--- src/rtl/vcc_pkg.sv ---
package vcc_pkg;
  localparam int LANES    = 4;
  localparam int LANE_W   = 32;
  localparam int VEC_W    = LANES * LANE_W;
  localparam int LANE_B   = LANE_W / 8;
  localparam int BYTES    = VEC_W / 8;
  localparam int SUB_BIT  = 28;
  localparam int FIX_BIT  = 12;
  localparam int FLAG_C   = 1;

  typedef struct packed {
    logic sub;
    logic fixed;
  } op_t;

  function automatic op_t decode_op(input logic [31:0] insn);
    op_t o;
    o.sub   = insn[SUB_BIT];
    o.fixed = insn[FIX_BIT];
    return o;
  endfunction
endpackage

--- src/rtl/vcc_lane.sv ---
module vcc_lane #(
  parameter int W = 32
) (
  input  logic [W-1:0] a_i,
  input  logic [W-1:0] b_i,
  input  logic         inv_i,
  input  logic         cin_i,
  output logic [W-1:0] sum_o,
  output logic         cout_o
);
  logic [W:0] full;
  always_comb begin
    full   = {1'b0, a_i} + {1'b0, b_i ^ {W{inv_i}}} + {{W{1'b0}}, cin_i};
    sum_o  = full[W-1:0];
    cout_o = full[W];
  end
endmodule

--- src/rtl/vcc_chain.sv ---
module vcc_chain
  import vcc_pkg::*;
(
  input  logic [VEC_W-1:0] n_i,
  input  logic [VEC_W-1:0] m_i,
  input  logic [BYTES-1:0] pred_i,
  input  logic             inv_i,
  input  logic             cin_i,
  output logic [VEC_W-1:0] sum_o,
  output logic             cout_o,
  output logic             any_act_o
);
  logic [LANES:0]   chain;
  logic [LANES-1:0] act;
  assign chain[0] = cin_i;

  for (genvar e = 0; e < LANES; e++) begin : g_lane
    logic co;
    assign act[e] = pred_i[e*LANE_B];
    vcc_lane #(.W(LANE_W)) u_lane (
      .a_i   (n_i[e*LANE_W +: LANE_W]),
      .b_i   (m_i[e*LANE_W +: LANE_W]),
      .inv_i (inv_i),
      .cin_i (chain[e]),
      .sum_o (sum_o[e*LANE_W +: LANE_W]),
      .cout_o(co)
    );
    // inactive lanes forward the carry untouched
    assign chain[e+1] = act[e] ? co : chain[e];
  end

  assign cout_o    = chain[LANES];
  assign any_act_o = |act;
endmodule

--- src/rtl/vcc_merge.sv ---
module vcc_merge
  import vcc_pkg::*;
(
  input  logic [VEC_W-1:0] new_i,
  input  logic [VEC_W-1:0] old_i,
  input  logic [BYTES-1:0] pred_i,
  output logic [VEC_W-1:0] out_o
);
  for (genvar k = 0; k < BYTES; k++) begin : g_byte
    assign out_o[k*8 +: 8] = pred_i[k] ? new_i[k*8 +: 8] : old_i[k*8 +: 8];
  end
endmodule

--- src/rtl/vec_carry_chain_add.sv ---
module vec_carry_chain_add
  import vcc_pkg::*;
(
  input  logic              clk_i,
  input  logic              rst_ni,
  input  logic              valid_i,
  input  logic [31:0]       insn_i,
  input  logic              skip_first_i,
  input  logic [127:0]      src_n_i,
  input  logic [127:0]      src_m_i,
  input  logic [127:0]      dst_old_i,
  input  logic [15:0]       pred_i,
  output logic [127:0]      result_o,
  output logic [3:0]        nzcv_o
);
  op_t        op;
  logic       fixed_eff, cin0, cout, any_act, upd;
  logic [VEC_W-1:0] sum, merged;

  assign op        = decode_op(insn_i);
  assign fixed_eff = op.fixed & ~skip_first_i;
  assign cin0      = fixed_eff ? op.sub : nzcv_o[FLAG_C];

  vcc_chain u_chain (
    .n_i      (src_n_i),
    .m_i      (src_m_i),
    .pred_i   (pred_i),
    .inv_i    (op.sub),
    .cin_i    (cin0),
    .sum_o    (sum),
    .cout_o   (cout),
    .any_act_o(any_act)
  );

  vcc_merge u_merge (
    .new_i (sum),
    .old_i (dst_old_i),
    .pred_i(pred_i),
    .out_o (merged)
  );

  assign upd = any_act | fixed_eff;

  always_ff @(posedge clk_i or negedge rst_ni) begin
    if (!rst_ni) begin
      result_o <= '0;
      nzcv_o   <= '0;
    end else if (valid_i) begin
      result_o <= merged;
      if (upd) nzcv_o <= {2'b00, cout, 1'b0};
    end
  end

  always_comb begin
    for (int k = 0; k < BYTES; k++) begin
      if (!pred_i[k]) assert (merged[k*8 +: 8] == dst_old_i[k*8 +: 8]);
    end
  end

  AST_HOLD_IDLE: assert property (@(posedge clk_i) disable iff (!rst_ni)
    !valid_i |=> ($stable(result_o) && $stable(nzcv_o)));
  AST_NZV_CLEAR: assert property (@(posedge clk_i) disable iff (!rst_ni)
    (valid_i && upd) |=> (nzcv_o[3] == 1'b0 && nzcv_o[2] == 1'b0 && nzcv_o[0] == 1'b0));
  AST_NO_UPD_KEEP: assert property (@(posedge clk_i) disable iff (!rst_ni)
    (valid_i && !upd) |=> $stable(nzcv_o));
  AST_NO_LANE_FLAG: assert property (@(posedge clk_i) disable iff (!rst_ni)
    (valid_i && pred_i == '0 && (!insn_i[FIX_BIT] || skip_first_i)) |=> $stable(nzcv_o));
  AST_FIXED_EMPTY_C: assert property (@(posedge clk_i) disable iff (!rst_ni)
    (valid_i && pred_i == '0 && insn_i[FIX_BIT] && !skip_first_i) |=> (nzcv_o[FLAG_C] == $past(insn_i[SUB_BIT])));
endmodule

--- config.mk ---
export PLATFORM = sky130hd
export DESIGN_NAME = vec_carry_chain_add
export DESIGN_NICKNAME = d
export VERILOG_FILES = /design/src/rtl/vcc_pkg.sv /design/src/rtl/vcc_lane.sv /design/src/rtl/vcc_chain.sv /design/src/rtl/vcc_merge.sv /design/src/rtl/vec_carry_chain_add.sv
export SDC_FILE = /design/constraint.sdc
export NUM_CORES = 1
export LEC_CHECK = 0
export ABC_AREA = 1
export BUFFER_PORTS_ARGS = -buffer_cell sky130_fd_sc_hd__buf_2
export CAP_MARGIN = 30
export CORE_AREA = 2 2 221 223
export CTS_BUF_LIST = sky130_fd_sc_hd__clkbuf_4 sky130_fd_sc_hd__clkbuf_8
export DETAILED_ROUTE_END_ITERATION = 6
export DIE_AREA = 0 0 223 225
export PLACE_DENSITY = 0.66
export SYNTH_ARGS = -nofsm -noshare
export SYNTH_HDL_FRONTEND = slang
export SYNTH_SLANG_ARGS = --single-unit
--- constraint.sdc ---
create_clock -name clk_i -period 11.84 [get_ports clk_i]
set_clock_uncertainty 0.05 [all_clocks]
set_input_delay 0.592 -clock clk_i [delete_from_list [all_inputs] [get_ports clk_i]]
set_output_delay 0.592 -clock clk_i [all_outputs]
set_load 0.01 [all_outputs]
==> reports/qor.csv, run 1 <==
stage,metric,value,unit
die,area of the die,0.05018,mm^2
clock_network,post-CTS setup repair buffer count,0,
grt,first-pass GRT wire length,91940,um
die,IO Pins,568,
placement,RePlAce Congestion,0.9554,
synth,"Cell Area, Synth",0.01468,mm^2
power,Peak supply drop,65.45,uV
finish,# fillers,5201,
routing,DR iter-0 viols,1298,
clock_network,Worst-Skew Late Latency,0.55,ns
worst_setup_path,crit-path max cell delay,0.45,ns
hold_path,Hold Crit Start,dst_old_i[0],
routing,DRC violations left,0,
worst_setup_path,WS Path Type,flip-flop to flip-flop,
worst_setup_path,Critical Path Start Type,flip-flop,
synth,average cell area after synthesis,6.507,um^2
die,Core ar.,0.04755,mm^2
power,Int Power,1.128,mW
finish,fin util,38.67,%
hold_path,Hold WC Path Type,input port to flip-flop,
synth,most area-hungry cell type in the Yosys netlist,dfrtp_1,
finish,Final nets,3325,
synth,"Top FF cell, synth",dfrtp_1,
synth,ys async rst share,100.0,%
synth,Cells after Synth,2256,
placement,Post-DP Area,0.01794,mm^2
synth,Area contributors post-synth,"dfrtp_1 22%, nand2_1 16%, ha_1 11%",
sta,Final Hold Vio Count,0,
run,maximum capacitance violations,0,
synth,yosys warns,0,
clock_network,clock-pin slew on the worst setup and hold paths,0.09,ns
sta,Highest Clock Rate,0.1189,GHz
worst_setup_path,RR Startpoint,nzcv_o[1],
grt,vias in the first global route,16530,
synth,sequential area share after synthesis,21.99,%
clock_network,Root Driver,clkbuf_8,
placement,Buffers on Ports,534,
synth,register bit count reported by yosys,129,
sta,number of setup violations in the final report,0,
power,clock share of power,21.2,%
finish,final instance area,0.01839,mm^2
sta,relative slew slack,49.22,%
synth,top-count cell post-synth,nand2_1,
synth,synth cell count leaders,"640 x nand2_1, 279 x nor2_1, 199 x a21oi_1",
clock_network,TritonCTS Buffers,17,
worst_setup_path,CP max FO,4,
finish,area grow syn2layout,25.26,%
die,die extent in y,225,um
clock_network,H-tree levels,4,
routing,Via density,5.053,
hold_path,Hold Crit Depth,3,
grt,largest net degree at the start of global routing,70,
worst_setup_path,Worst R2R Path Depth,53,
synth,number of flops mapped to enable cells by yosys,0,
sta,setup_tns,0,ns
run_status,status,"finished, final reports clean",
worst_setup_path,CP required,12.24,ns
grt,initial antenna violation count,6,
sta,Worst Max-Slew Pin Slew,0.7617,ns
die,die extent in x,223,um
worst_setup_path,"Top cell by count, worst path",nand2_1,
sta,Max Slew Vio Count,0,
sta,post-layout min period,8.413,ns
worst_setup_path,crit end category,flip-flop,
synth,Yosys cell types,43,
power,Power Density,113.0,mW/mm^2
routing,via count,17126,
routing,wire per inst,17.94,um
clock_network,CTS Hold Bufs,1,
routing,Post-Route WL,60790,um
grt,gr usage total,23.65,%
clock_network,TritonCTS clock tree,built,
sta,Fin Hold WS,0.2004,ns
grt,"Remaining Overflow, GRT",0,
power,Leakage Power,9.579,nW
power,Switching Fraction,45.69,%
synth,area share of the largest cell type after synthesis,21.99,%
sta,RSZ-0062 raised after global routing,false,
finish,layout cell share with drive strength beyond 1,21.81,%
power,Combinational Power Share,52.3,%
worst_setup_path,Crit path arrival time,8.82,ns
clock_network,Max Buffers Root-to-Sink,2,
sta,"Period Utilization, post-route",71.06,%
power,Seq pwr share,26.5,%
placement,post-DP HPWL,50310,um
die,Core Rows,80,
die,Starting Density,30.87,%
power,Total Power,2.078,mW
worst_setup_path,Worst Setup SP,nzcv_o[1],
routing,ANT nets after route,0,
clock_network,clk sinks,129,
worst_setup_path,Crit-path slowest cell,fa_1,
power,NetSw,0.9492,mW
clock_network,Resized Gates After CTS,0,
routing,Initial DRT Pass Iterations,5,
-- through the flow --
step / instances / worst slack, ns
CTS: 3385 / 3.464
global route: 3389 / 2.726
detailed placement: 3352 / 3.003
finish: 3389 / 3.427
global placement: 3352 / 3.108
floorplan: 2258 / 4.374
-- registers in the layout, summed over array words and instances, names as in the netlist --
| signal | count |
|---|---|
| result_o | 128 |
| nzcv_o | 1 |
-- metal layers --
metal  share of wire (%)  up-vias  track usage [%]
met5               0.039        -                0
met4                 3.0        4            8.617
met3                 7.2      104            5.541
met2                  46      698            38.84
met1                  44     7825            30.24
li1                    -     8495                -
-- cell families after synthesis --
group           count (synthesis)  synth area share, %
xor+xnor                      192                11.46
compound gates                500                19.50
other cells                     1              0.02555
buf+inv                       214                5.668
flops                         129                21.99
fa+ha+maj                     132                11.66
simple gates                 1088                29.70
-- worst paths after layout --
path	to	slack, ns
worst max-delay path	result_o[122]	3.43
worst min-delay path	result_o[0]	0.20
worst max register to register	result_o[122]	3.43
worst min register to register	result_o[69]	0.43
max in group asynchronous	result_o[64]	10.19
min in group asynchronous	result_o[13]	0.46
-- layout make-up --
type,instances,area [um^2],area share (%)
flip-flops and latches,129,3228,17.56
diodes,4,10.01,0.05444
well taps,615,769.5,4.185
clock buffers,19,261.5,1.422
clock inverters,13,161.4,0.8778
repair buffers,543,2758,15.00
inverters,151,571.8,3.110
multi-input cells,1915,10630,57.79
-- power groups by stage --
stage	clock (mW)	sequential, mW	combinational, mW
6_report	0.440	0.551	1.09
5_1_grt	0.469	0.560	1.20
4_1_cts	0.454	0.551	1.08
3_5_place_dp	0	0.556	1.07
3_3_place_gp	0	0.556	1.07
2_1_floorplan	0	0.593	0.642
-- placed cells by master (no fill, tap or decap), drive strengths merged, types with 2 or more instances in the layout --
cell and count:
nand2 645, buf 542, nor2 279, a21oi 205
o21ai 177, xor2 155, inv 150, dfrtp 129
ha 124, nand3 106, o211ai 42, xnor2 37
a21o 29, o21bai 23, nor3 22, clkbuf 19
o21a 16, nand4 15, nor4 13, fa 8
clkinv 7, diode 4, a31oi 4, clkinvlp 4
o2111ai 3, conb 3, bufinv 3, or2 3
nand3b 2
-- worst max-delay path: cells and delay by family, from the launching register on --
family	cells	cell delay [ns]
simple gates	36	3.48
fa+ha+maj	8	3.26
compound gates	4	0.66
buf+inv	5	0.45
flops	1	0.40
No activity file was read; power rests on OpenSTA's default activity.
==> inputs of run 2 (changes only) <==
Clock period 11.84 ns to 8.2 ns, I/O delays scaled along.
==> run 2 against run 1 <==
Net effect:
- setup slack got worse by 2.7 ns
- die area unchanged
- hold slack worse by 0.16 ns
- via count up 1.2%
==> reports/qor.csv, run 2 (synthesis results as in run 1) <==
stage,metric,value,unit,change
die,Core ar.,0.04755,mm^2,unchanged
routing,wire per inst,18.01,um,was 17.94 um
sta,RSZ-0062 raised after global routing,false,,unchanged
finish,layout cell share with drive strength beyond 1,22.04,%,was 21.81%
routing,Post-Route WL,61600,um,"was 60,790 um"
clock_network,clock-pin slew on the worst setup and hold paths,0.09,ns,about the same
hold_path,Hold Crit Depth,3,,unchanged
power,Total Power,2.986,mW,was 2.078 mW
grt,first-pass GRT wire length,93610,um,"was 91,940 um"
sta,post-layout min period,7.484,ns,was 8.413 ns
worst_setup_path,Levels on crit path,50,,was 53
finish,final instance area,0.01868,mm^2,was 0.01839 mm^2
hold_path,Hold WC Path Type,input port to flip-flop,,unchanged
worst_setup_path,CP max FO,4,,unchanged
power,Combinational Power Share,53.2,%,was 52.3%
routing,DR iter-0 viols,1458,,"was 1,298"
grt,gr usage total,24.14,%,was 23.65%
finish,most frequent cells in the layout,"636 x nand2_1, 531 x buf_2, 279 x nor2_1",,"was 640 x nand2_1, 531 x buf_2, 279 x nor2_1"
die,die extent in y,225,um,unchanged
grt,vias in the first global route,16951,,"was 16,530"
routing,ANT nets after route,0,,unchanged
sta,Highest Clock Rate,0.1336,GHz,was 0.1189 GHz
clock_network,clk sinks,129,,unchanged
grt,"Remaining Overflow, GRT",0,,unchanged
clock_network,TritonCTS clock tree,built,,unchanged
placement,post-DP HPWL,50580,um,"was 50,310 um"
sta,relative slew slack,38.65,%,was 49.22%
power,clock share of power,20.1,%,was 21.2%
finish,fin util,39.29,%,was 38.67%
die,Core Rows,80,,unchanged
clock_network,Worst-Skew Late Latency,0.57,ns,was 0.55 ns
run_status,status,"finished, final reports clean",,unchanged
die,area of the die,0.05018,mm^2,unchanged
placement,Post-DP Area,0.01798,mm^2,was 0.01794 mm^2
worst_setup_path,Critical Path Start Type,flip-flop,,unchanged
finish,area grow syn2layout,27.25,%,was 25.26%
power,Leakage Power,9.700,nW,was 9.579 nW
worst_setup_path,"Top cell by count, worst path",nand2_1,,unchanged
sta,"Period Utilization, post-route",91.27,%,was 71.06%
grt,initial antenna violation count,9,,was 6
clock_network,Max Buffers Root-to-Sink,2,,unchanged
placement,RePlAce Congestion,1.000,,was 0.9554
worst_setup_path,crit-path max cell delay,0.44,ns,was 0.45 ns
finish,Regs by FF count,"result_o: 128 flops, nzcv_o: 1 flops",,unchanged
die,Starting Density,30.87,%,unchanged
sta,Worst Max-Slew Pin Slew,0.9202,ns,was 0.7617 ns
finish,Largest register FFs,128,,unchanged
worst_setup_path,crit end category,flip-flop,,unchanged
sta,Final Hold Vio Count,0,,unchanged
sta,Fin Hold WS,0.04387,ns,was 0.2004 ns
routing,DRC violations left,0,,unchanged
worst_setup_path,Crit path arrival time,7.89,ns,was 8.82 ns
worst_setup_path,Crit-path slowest cell,fa_1,,unchanged
die,IO Pins,568,,unchanged
power,Peak supply drop,104.9,uV,was 65.45 uV
finish,Final nets,3355,,"was 3,325"
power,Switching Fraction,46.07,%,was 45.69%
sta,number of setup violations in the final report,0,,unchanged
power,Power Density,159.8,mW/mm^2,was 113.0 mW/mm^2
sta,Max Slew Vio Count,0,,unchanged
finish,"Most flops, register",result_o,,unchanged
die,die extent in x,223,um,unchanged
worst_setup_path,CP required,8.61,ns,was 12.24 ns
sta,setup_tns,0,ns,unchanged
clock_network,H-tree levels,4,,unchanged
run,maximum capacitance violations,0,,unchanged
placement,Buffers on Ports,534,,unchanged
routing,Initial DRT Pass Iterations,7,,was 5
finish,"most common cell after layout, fill and taps aside",nand2_1,,unchanged
worst_setup_path,critical path's top delay family,adder cells,,was simple AND/OR/NAND/NOR gates
routing,Via density,5.068,,was 5.053
worst_setup_path,crit path buf inv count,5,,unchanged
clock_network,Root Driver,clkbuf_8,,unchanged
power,NetSw,1.375,mW,was 0.9492 mW
worst_setup_path,WS Path Type,flip-flop to flip-flop,,unchanged
clock_network,TritonCTS Buffers,17,,unchanged
worst_setup_path,Worst R2R Path Depth,50,,was 53
grt,largest net degree at the start of global routing,87,,was 70
power,Seq pwr share,26.7,%,was 26.5%
routing,via count,17331,,"was 17,126"
power,Int Power,1.610,mW,was 1.128 mW
[run 2: per-stage QoR]
stage                     setup WS, ns  std cells
after global routing           0.05237       3418
after global placement         0.07554       3355
after floorplan                 0.9160       2258
final                           0.7157       3420
after detailed placement      -0.05306       3355
after CTS                       0.2080       3413
[run 2: power groups by stage]
| stage | clock (mW) | sequential, mW | combinational, mW |
|---|---|---|---|
| 6_report | 0.600 | 0.796 | 1.59 |
| 5_1_grt | 0.643 | 0.809 | 1.76 |
| 3_3_place_gp | 0 | 0.805 | 1.55 |
| 4_1_cts | 0.618 | 0.795 | 1.57 |
| 3_5_place_dp | 0 | 0.804 | 1.55 |
| 2_1_floorplan | 0 | 0.857 | 0.927 |
[run 2: what timing repair did]
item / in CTS / in global routing
resized for setup: 0 / 9
setup endpoints to repair: 0 / 26
setup buffers: 0 / 2
endpoints found under the hold margin: 95 / 0
hold buffers: 26 / 0
[run 2: metal layers]
metal  part of all wire, %  up-vias  GRT usage, %  wire length [um]
li1                      -     8562             -                 -
met1                    44     7966         30.69             27130
met2                    45      689         39.26             27790
met3                   7.5      106         5.776              4613
met4                   3.3        8         9.937              2029
met5                 0.078        -             0                48
[run 2: final timing paths]
path	slack, ns	to	start
setup / recovery	0.72	result_o[124]	nzcv_o[1]
hold / removal	0.04	result_o[46]	dst_old_i[46]
setup reg to reg	0.72	result_o[124]	nzcv_o[1]
hold reg to reg	0.43	result_o[9]	result_o[9]
max in group asynchronous	6.40	result_o[43]	rst_ni
min in group asynchronous	0.33	result_o[3]	rst_ni
[run 2: final cells by class]
cell class | count | area [um^2]
antenna | 5 | 12.51
timing repair buffer | 573 | 3058
tap | 615 | 769.5
clock buffer | 19 | 255.2
inverter | 151 | 571.8
multi-input combinational | 1915 | 10650
sequential | 129 | 3228
fill | 5248 | 28870
clock inverter | 13 | 137.6
[run 2: worst min-delay path: stages]
cell and delay, ns:
buf_2 0.07, o211ai_1 0.08, nand2_1 0.06
==> inputs of run 3 (changes only) <==
Settings changed: CORE_AREA 2 2 221 223 to 2 2 222 224, DIE_AREA 0 0 223 225 to 0 0 224 226, PLACE_DENSITY 0.66 to 0.72, REMOVE_ABC_BUFFERS set to 1, SYNTH_HIERARCHICAL set to 1.
==> run 3 against run 2 <==
Net effect:
- count of clock-buffer cells in the layout is 2 higher
- cell count is 23% higher
- via count is 13% higher
- hold slack better by 0.043 ns
- largest cell class unchanged
- sequential cell count stayed put
- critical endpoint is now result_o[118]
- first-iteration DRC count is 17% lower
- critical path type unchanged
- global-route usage is 0.44 points higher
- power is 17% higher
- synthesized cell count is 30% higher
- non-clock buffer count is 89 higher
==> reports/qor.csv, run 3 <==
stage,metric,value,unit,change
sta,post-layout min period,8.160,ns,was 7.484 ns
routing,via count,19617,,"was 17,331"
routing,Initial DRT Pass Iterations,6,,was 7
power,Total Power,3.495,mW,was 2.986 mW
grt,gr usage total,24.58,%,was 24.14%
synth,Area contributors post-synth,"nand2_1 28%, dfrtp_1 18%, inv_1 10%",,"was dfrtp_1 22%, nand2_1 16%, ha_1 11%"
worst_setup_path,CP required,8.61,ns,about the same
routing,Via density,4.664,,was 5.068
die,area of the die,0.05062,mm^2,was 0.05018 mm^2
grt,"Remaining Overflow, GRT",0,,unchanged
worst_setup_path,critical path's top delay family,adder cells,,unchanged
worst_setup_path,Levels on crit path,56,,was 50
worst_setup_path,crit-path max cell delay,0.43,ns,was 0.44 ns
synth,synth cell count leaders,"1,319 x nand2_1, 481 x inv_1, 172 x xor2_1",,"was 640 x nand2_1, 279 x nor2_1, 199 x a21oi_1"
worst_setup_path,CP max FO,3,,was 4
sta,Worst Max-Slew Pin Slew,0.8172,ns,was 0.9202 ns
worst_setup_path,Critical Path Start Type,flip-flop,,unchanged
finish,Final nets,4132,,"was 3,355"
synth,average cell area after synthesis,6.052,um^2,was 6.507 um^2
routing,DRC violations left,0,,unchanged
finish,layout cell share with drive strength beyond 1,27.84,%,was 22.04%
finish,area grow syn2layout,26.83,%,was 27.25%
worst_setup_path,RR Startpoint,nzcv_o[1],,unchanged
run,maximum capacitance violations,0,,unchanged
finish,Largest register FFs,128,,unchanged
worst_setup_path,crit end category,flip-flop,,unchanged
sta,Max Slew Vio Count,0,,unchanged
worst_setup_path,FF-to-FF setup slack,0.04,ns,was 0.72 ns
placement,Post-Place Worst Slack,-0.8140,ns,was -0.05306 ns
worst_setup_path,reg-to-reg endpoint,result_o[118],,was result_o[124]
grt,largest net degree at the start of global routing,80,,was 87
sta,Final Hold Vio Count,0,,unchanged
finish,# fillers,5216,,"was 5,248"
synth,most area-hungry cell type in the Yosys netlist,nand2_1,,was dfrtp_1
sta,Fin Hold WS,0.08642,ns,was 0.04387 ns
finish,"most common cell after layout, fill and taps aside",nand2_1,,unchanged
die,die extent in x,224,um,was 223 um
grt,initial antenna violation count,13,,was 9
grt,first-pass GRT wire length,96190,um,"was 93,610 um"
power,Peak supply drop,139.8,uV,was 104.9 uV
power,Power Density,155.2,mW/mm^2,was 159.8 mW/mm^2
worst_setup_path,crit path buf inv count,12,,was 5
finish,most frequent cells in the layout,"1,289 x nand2_1, 531 x buf_2, 471 x inv_1",,"was 636 x nand2_1, 531 x buf_2, 279 x nor2_1"
worst_setup_path,WS Path Type,flip-flop to flip-flop,,unchanged
routing,wire per inst,14.94,um,was 18.01 um
run_status,status,"finished, final reports clean",,unchanged
sta,post-route setup slack,0.03959,ns,was 0.7157 ns
worst_setup_path,Worst R2R Path Depth,56,,was 50
worst_setup_path,Crit path arrival time,8.57,ns,was 7.89 ns
clock_network,Worst-Skew Late Latency,0.58,ns,was 0.57 ns
clock_network,TritonCTS Buffers,17,,unchanged
routing,ANT nets after route,0,,unchanged
clock_network,clk sinks,129,,unchanged
synth,Yosys cell types,30,,was 43
synth,"Top FF cell, synth",dfrtp_1,,unchanged
worst_setup_path,Crit-path slowest cell,fa_2,,was fa_1
die,Core Rows,81,,was 80
routing,Post-Route WL,62850,um,"was 61,600 um"
synth,Cells after Synth,2934,,"was 2,256"
clock_network,Max Buffers Root-to-Sink,2,,unchanged
die,Starting Density,36.73,%,was 30.87%
clock_network,clock-pin slew on the worst setup and hold paths,0.11,ns,was 0.09 ns
sta,relative slew slack,45.52,%,was 38.65%
synth,sequential area share after synthesis,18.18,%,was 21.99%
synth,"Cell Area, Synth",0.01776,mm^2,was 0.01468 mm^2
synth,number of flops mapped to enable cells by yosys,0,,unchanged
die,Core ar.,0.04834,mm^2,was 0.04755 mm^2
die,die extent in y,226,um,was 225 um
routing,DR iter-0 viols,1206,,"was 1,458"
sta,RSZ-0062 raised after global routing,true,,was false
worst_setup_path,Worst Setup SP,nzcv_o[1],,unchanged
die,IO Pins,568,,unchanged
synth,yosys warns,6,,was 0
sta,setup_tns,0,ns,unchanged
synth,area share of the largest cell type after synthesis,27.88,%,was 21.99%
synth,ys async rst share,100.0,%,unchanged
sta,"Period Utilization, post-route",99.52,%,was 91.27%
sta,number of setup violations in the final report,0,,unchanged
clock_network,TritonCTS clock tree,built,,unchanged
placement,Buffers on Ports,534,,unchanged
clock_network,H-tree levels,4,,unchanged
worst_setup_path,Worst setup endpoint,result_o[118],,was result_o[124]
clock_network,Root Driver,clkbuf_8,,unchanged
synth,register bit count reported by yosys,129,,unchanged
finish,"Most flops, register",result_o,,unchanged
finish,Regs by FF count,"result_o: 128 flops, nzcv_o: 1 flops",,unchanged
hold_path,Hold WC Path Type,input port to flip-flop,,unchanged
placement,post-DP HPWL,53160,um,"was 50,580 um"
finish,FF/Latch Area,0.003228,mm^2,unchanged
power,Leakage Power,14.18,nW,was 9.700 nW
grt,vias in the first global route,18683,,"was 16,951"
finish,Multi-input gate area,0.01248,mm^2,was 0.01065 mm^2
synth,top-count cell post-synth,nand2_1,,unchanged
sta,Highest Clock Rate,0.1225,GHz,was 0.1336 GHz
worst_setup_path,"Top cell by count, worst path",inv_2,,was nand2_1
placement,RePlAce Congestion,0.9721,,was 1.000
[run 3: cell count changes in the layout (fill, tap and decap cells not counted), sizes merged, moves of 42 or more]
cell | before | now
nand2 | 645 | 1352
inv | 151 | 510
o21ai | 177 | 8
mux2 | 0 | 128
buf | 547 | 661
a21oi | 205 | 92
nor2 | 279 | 172
o211ai | 42 | 0
[run 3: metal layers]
layer | GRT usage, % | vias up | share of wire [%]
met1 | 30.24 | 8690 | 43
met5 | 0 | - | 0.054
met3 | 4.424 | 119 | 7.1
li1 | - | 10135 | -
met4 | 10.65 | 6 | 3.5
met2 | 42.04 | 667 | 46
[run 3: logic make-up (layout without fill, tap and decap cells)]
| family | count (synthesis) | count (layout) | share of synthesized area [%] |
|---|---|---|---|
| and+or+nand+nor | 1686 | 1686 | 38.11 |
| buffers and inverters | 562 | 1203 | 13.34 |
| xor gates and xnor gates | 184 | 184 | 9.076 |
| adders and majority gates | 132 | 132 | 9.639 |
| DFF | 129 | 129 | 18.18 |
| muxes | 128 | 128 | 8.117 |
| AOI/OAI and AO/OA | 112 | 112 | 3.516 |
| other | 1 | 10 | 0.02112 |
[run 3: worst min-delay path by stage]
stage / startpoint / to / slack (ns) / cells past startpoint
floorplan: rst_ni / nzcv_o[1] / 0.06 / 0
global placement: rst_ni / result_o[20] / 0.43 / 1
detailed placement: rst_ni / result_o[20] / 0.43 / 1
CTS: dst_old_i[105] / result_o[105] / 0.008 / 4
global route: dst_old_i[31] / result_o[31] / 0.08 / 4
finish: dst_old_i[105] / result_o[105] / 0.09 / 4
[run 3: through the flow]
| stage | utilization, % | std cells | instance area (um^2) |
|---|---|---|---|
| global placement | 44.70 | 4148 | 21610 |
| detailed placement | 44.70 | 4148 | 21610 |
| global route | 46.57 | 4203 | 22510 |
| finish | 46.59 | 4206 | 22520 |
| floorplan | - | 2883 | 17310 |
| CTS | 45.75 | 4185 | 22120 |
[run 3: power breakdown]
group,switching [mW],internal [mW],total (mW),leakage [nW]
Clock,0.307,0.329,0.636,0.212
Combinational,1.19,0.823,2.01,12.4
Sequential,0.0728,0.772,0.844,1.56
[run 3: area by class of cell]
type / instances / area share (%)
repair buffers: 662 / 16.32
clock buffers: 21 / 1.256
diodes: 7 / 0.07778
multi-input cells: 2245 / 55.40
flip-flops and latches: 129 / 14.33
clock inverters: 11 / 0.6778
well taps: 622 / 3.456
inverters: 509 / 8.483
[run 3: worst min-delay path, cell delays in order]
cell     delay, ns
buf_2         0.07
nand2_1       0.04
nand2_1       0.04
mux2_2        0.13
[run 3: repair_timing]
action	4_1_cts	5_1_grt
resized for setup	12	82
hold buffers	1	0
setup endpoints to repair	32	32
pin swaps	4	43
buffers inserted	4	14
hold endpoints to repair	71	0
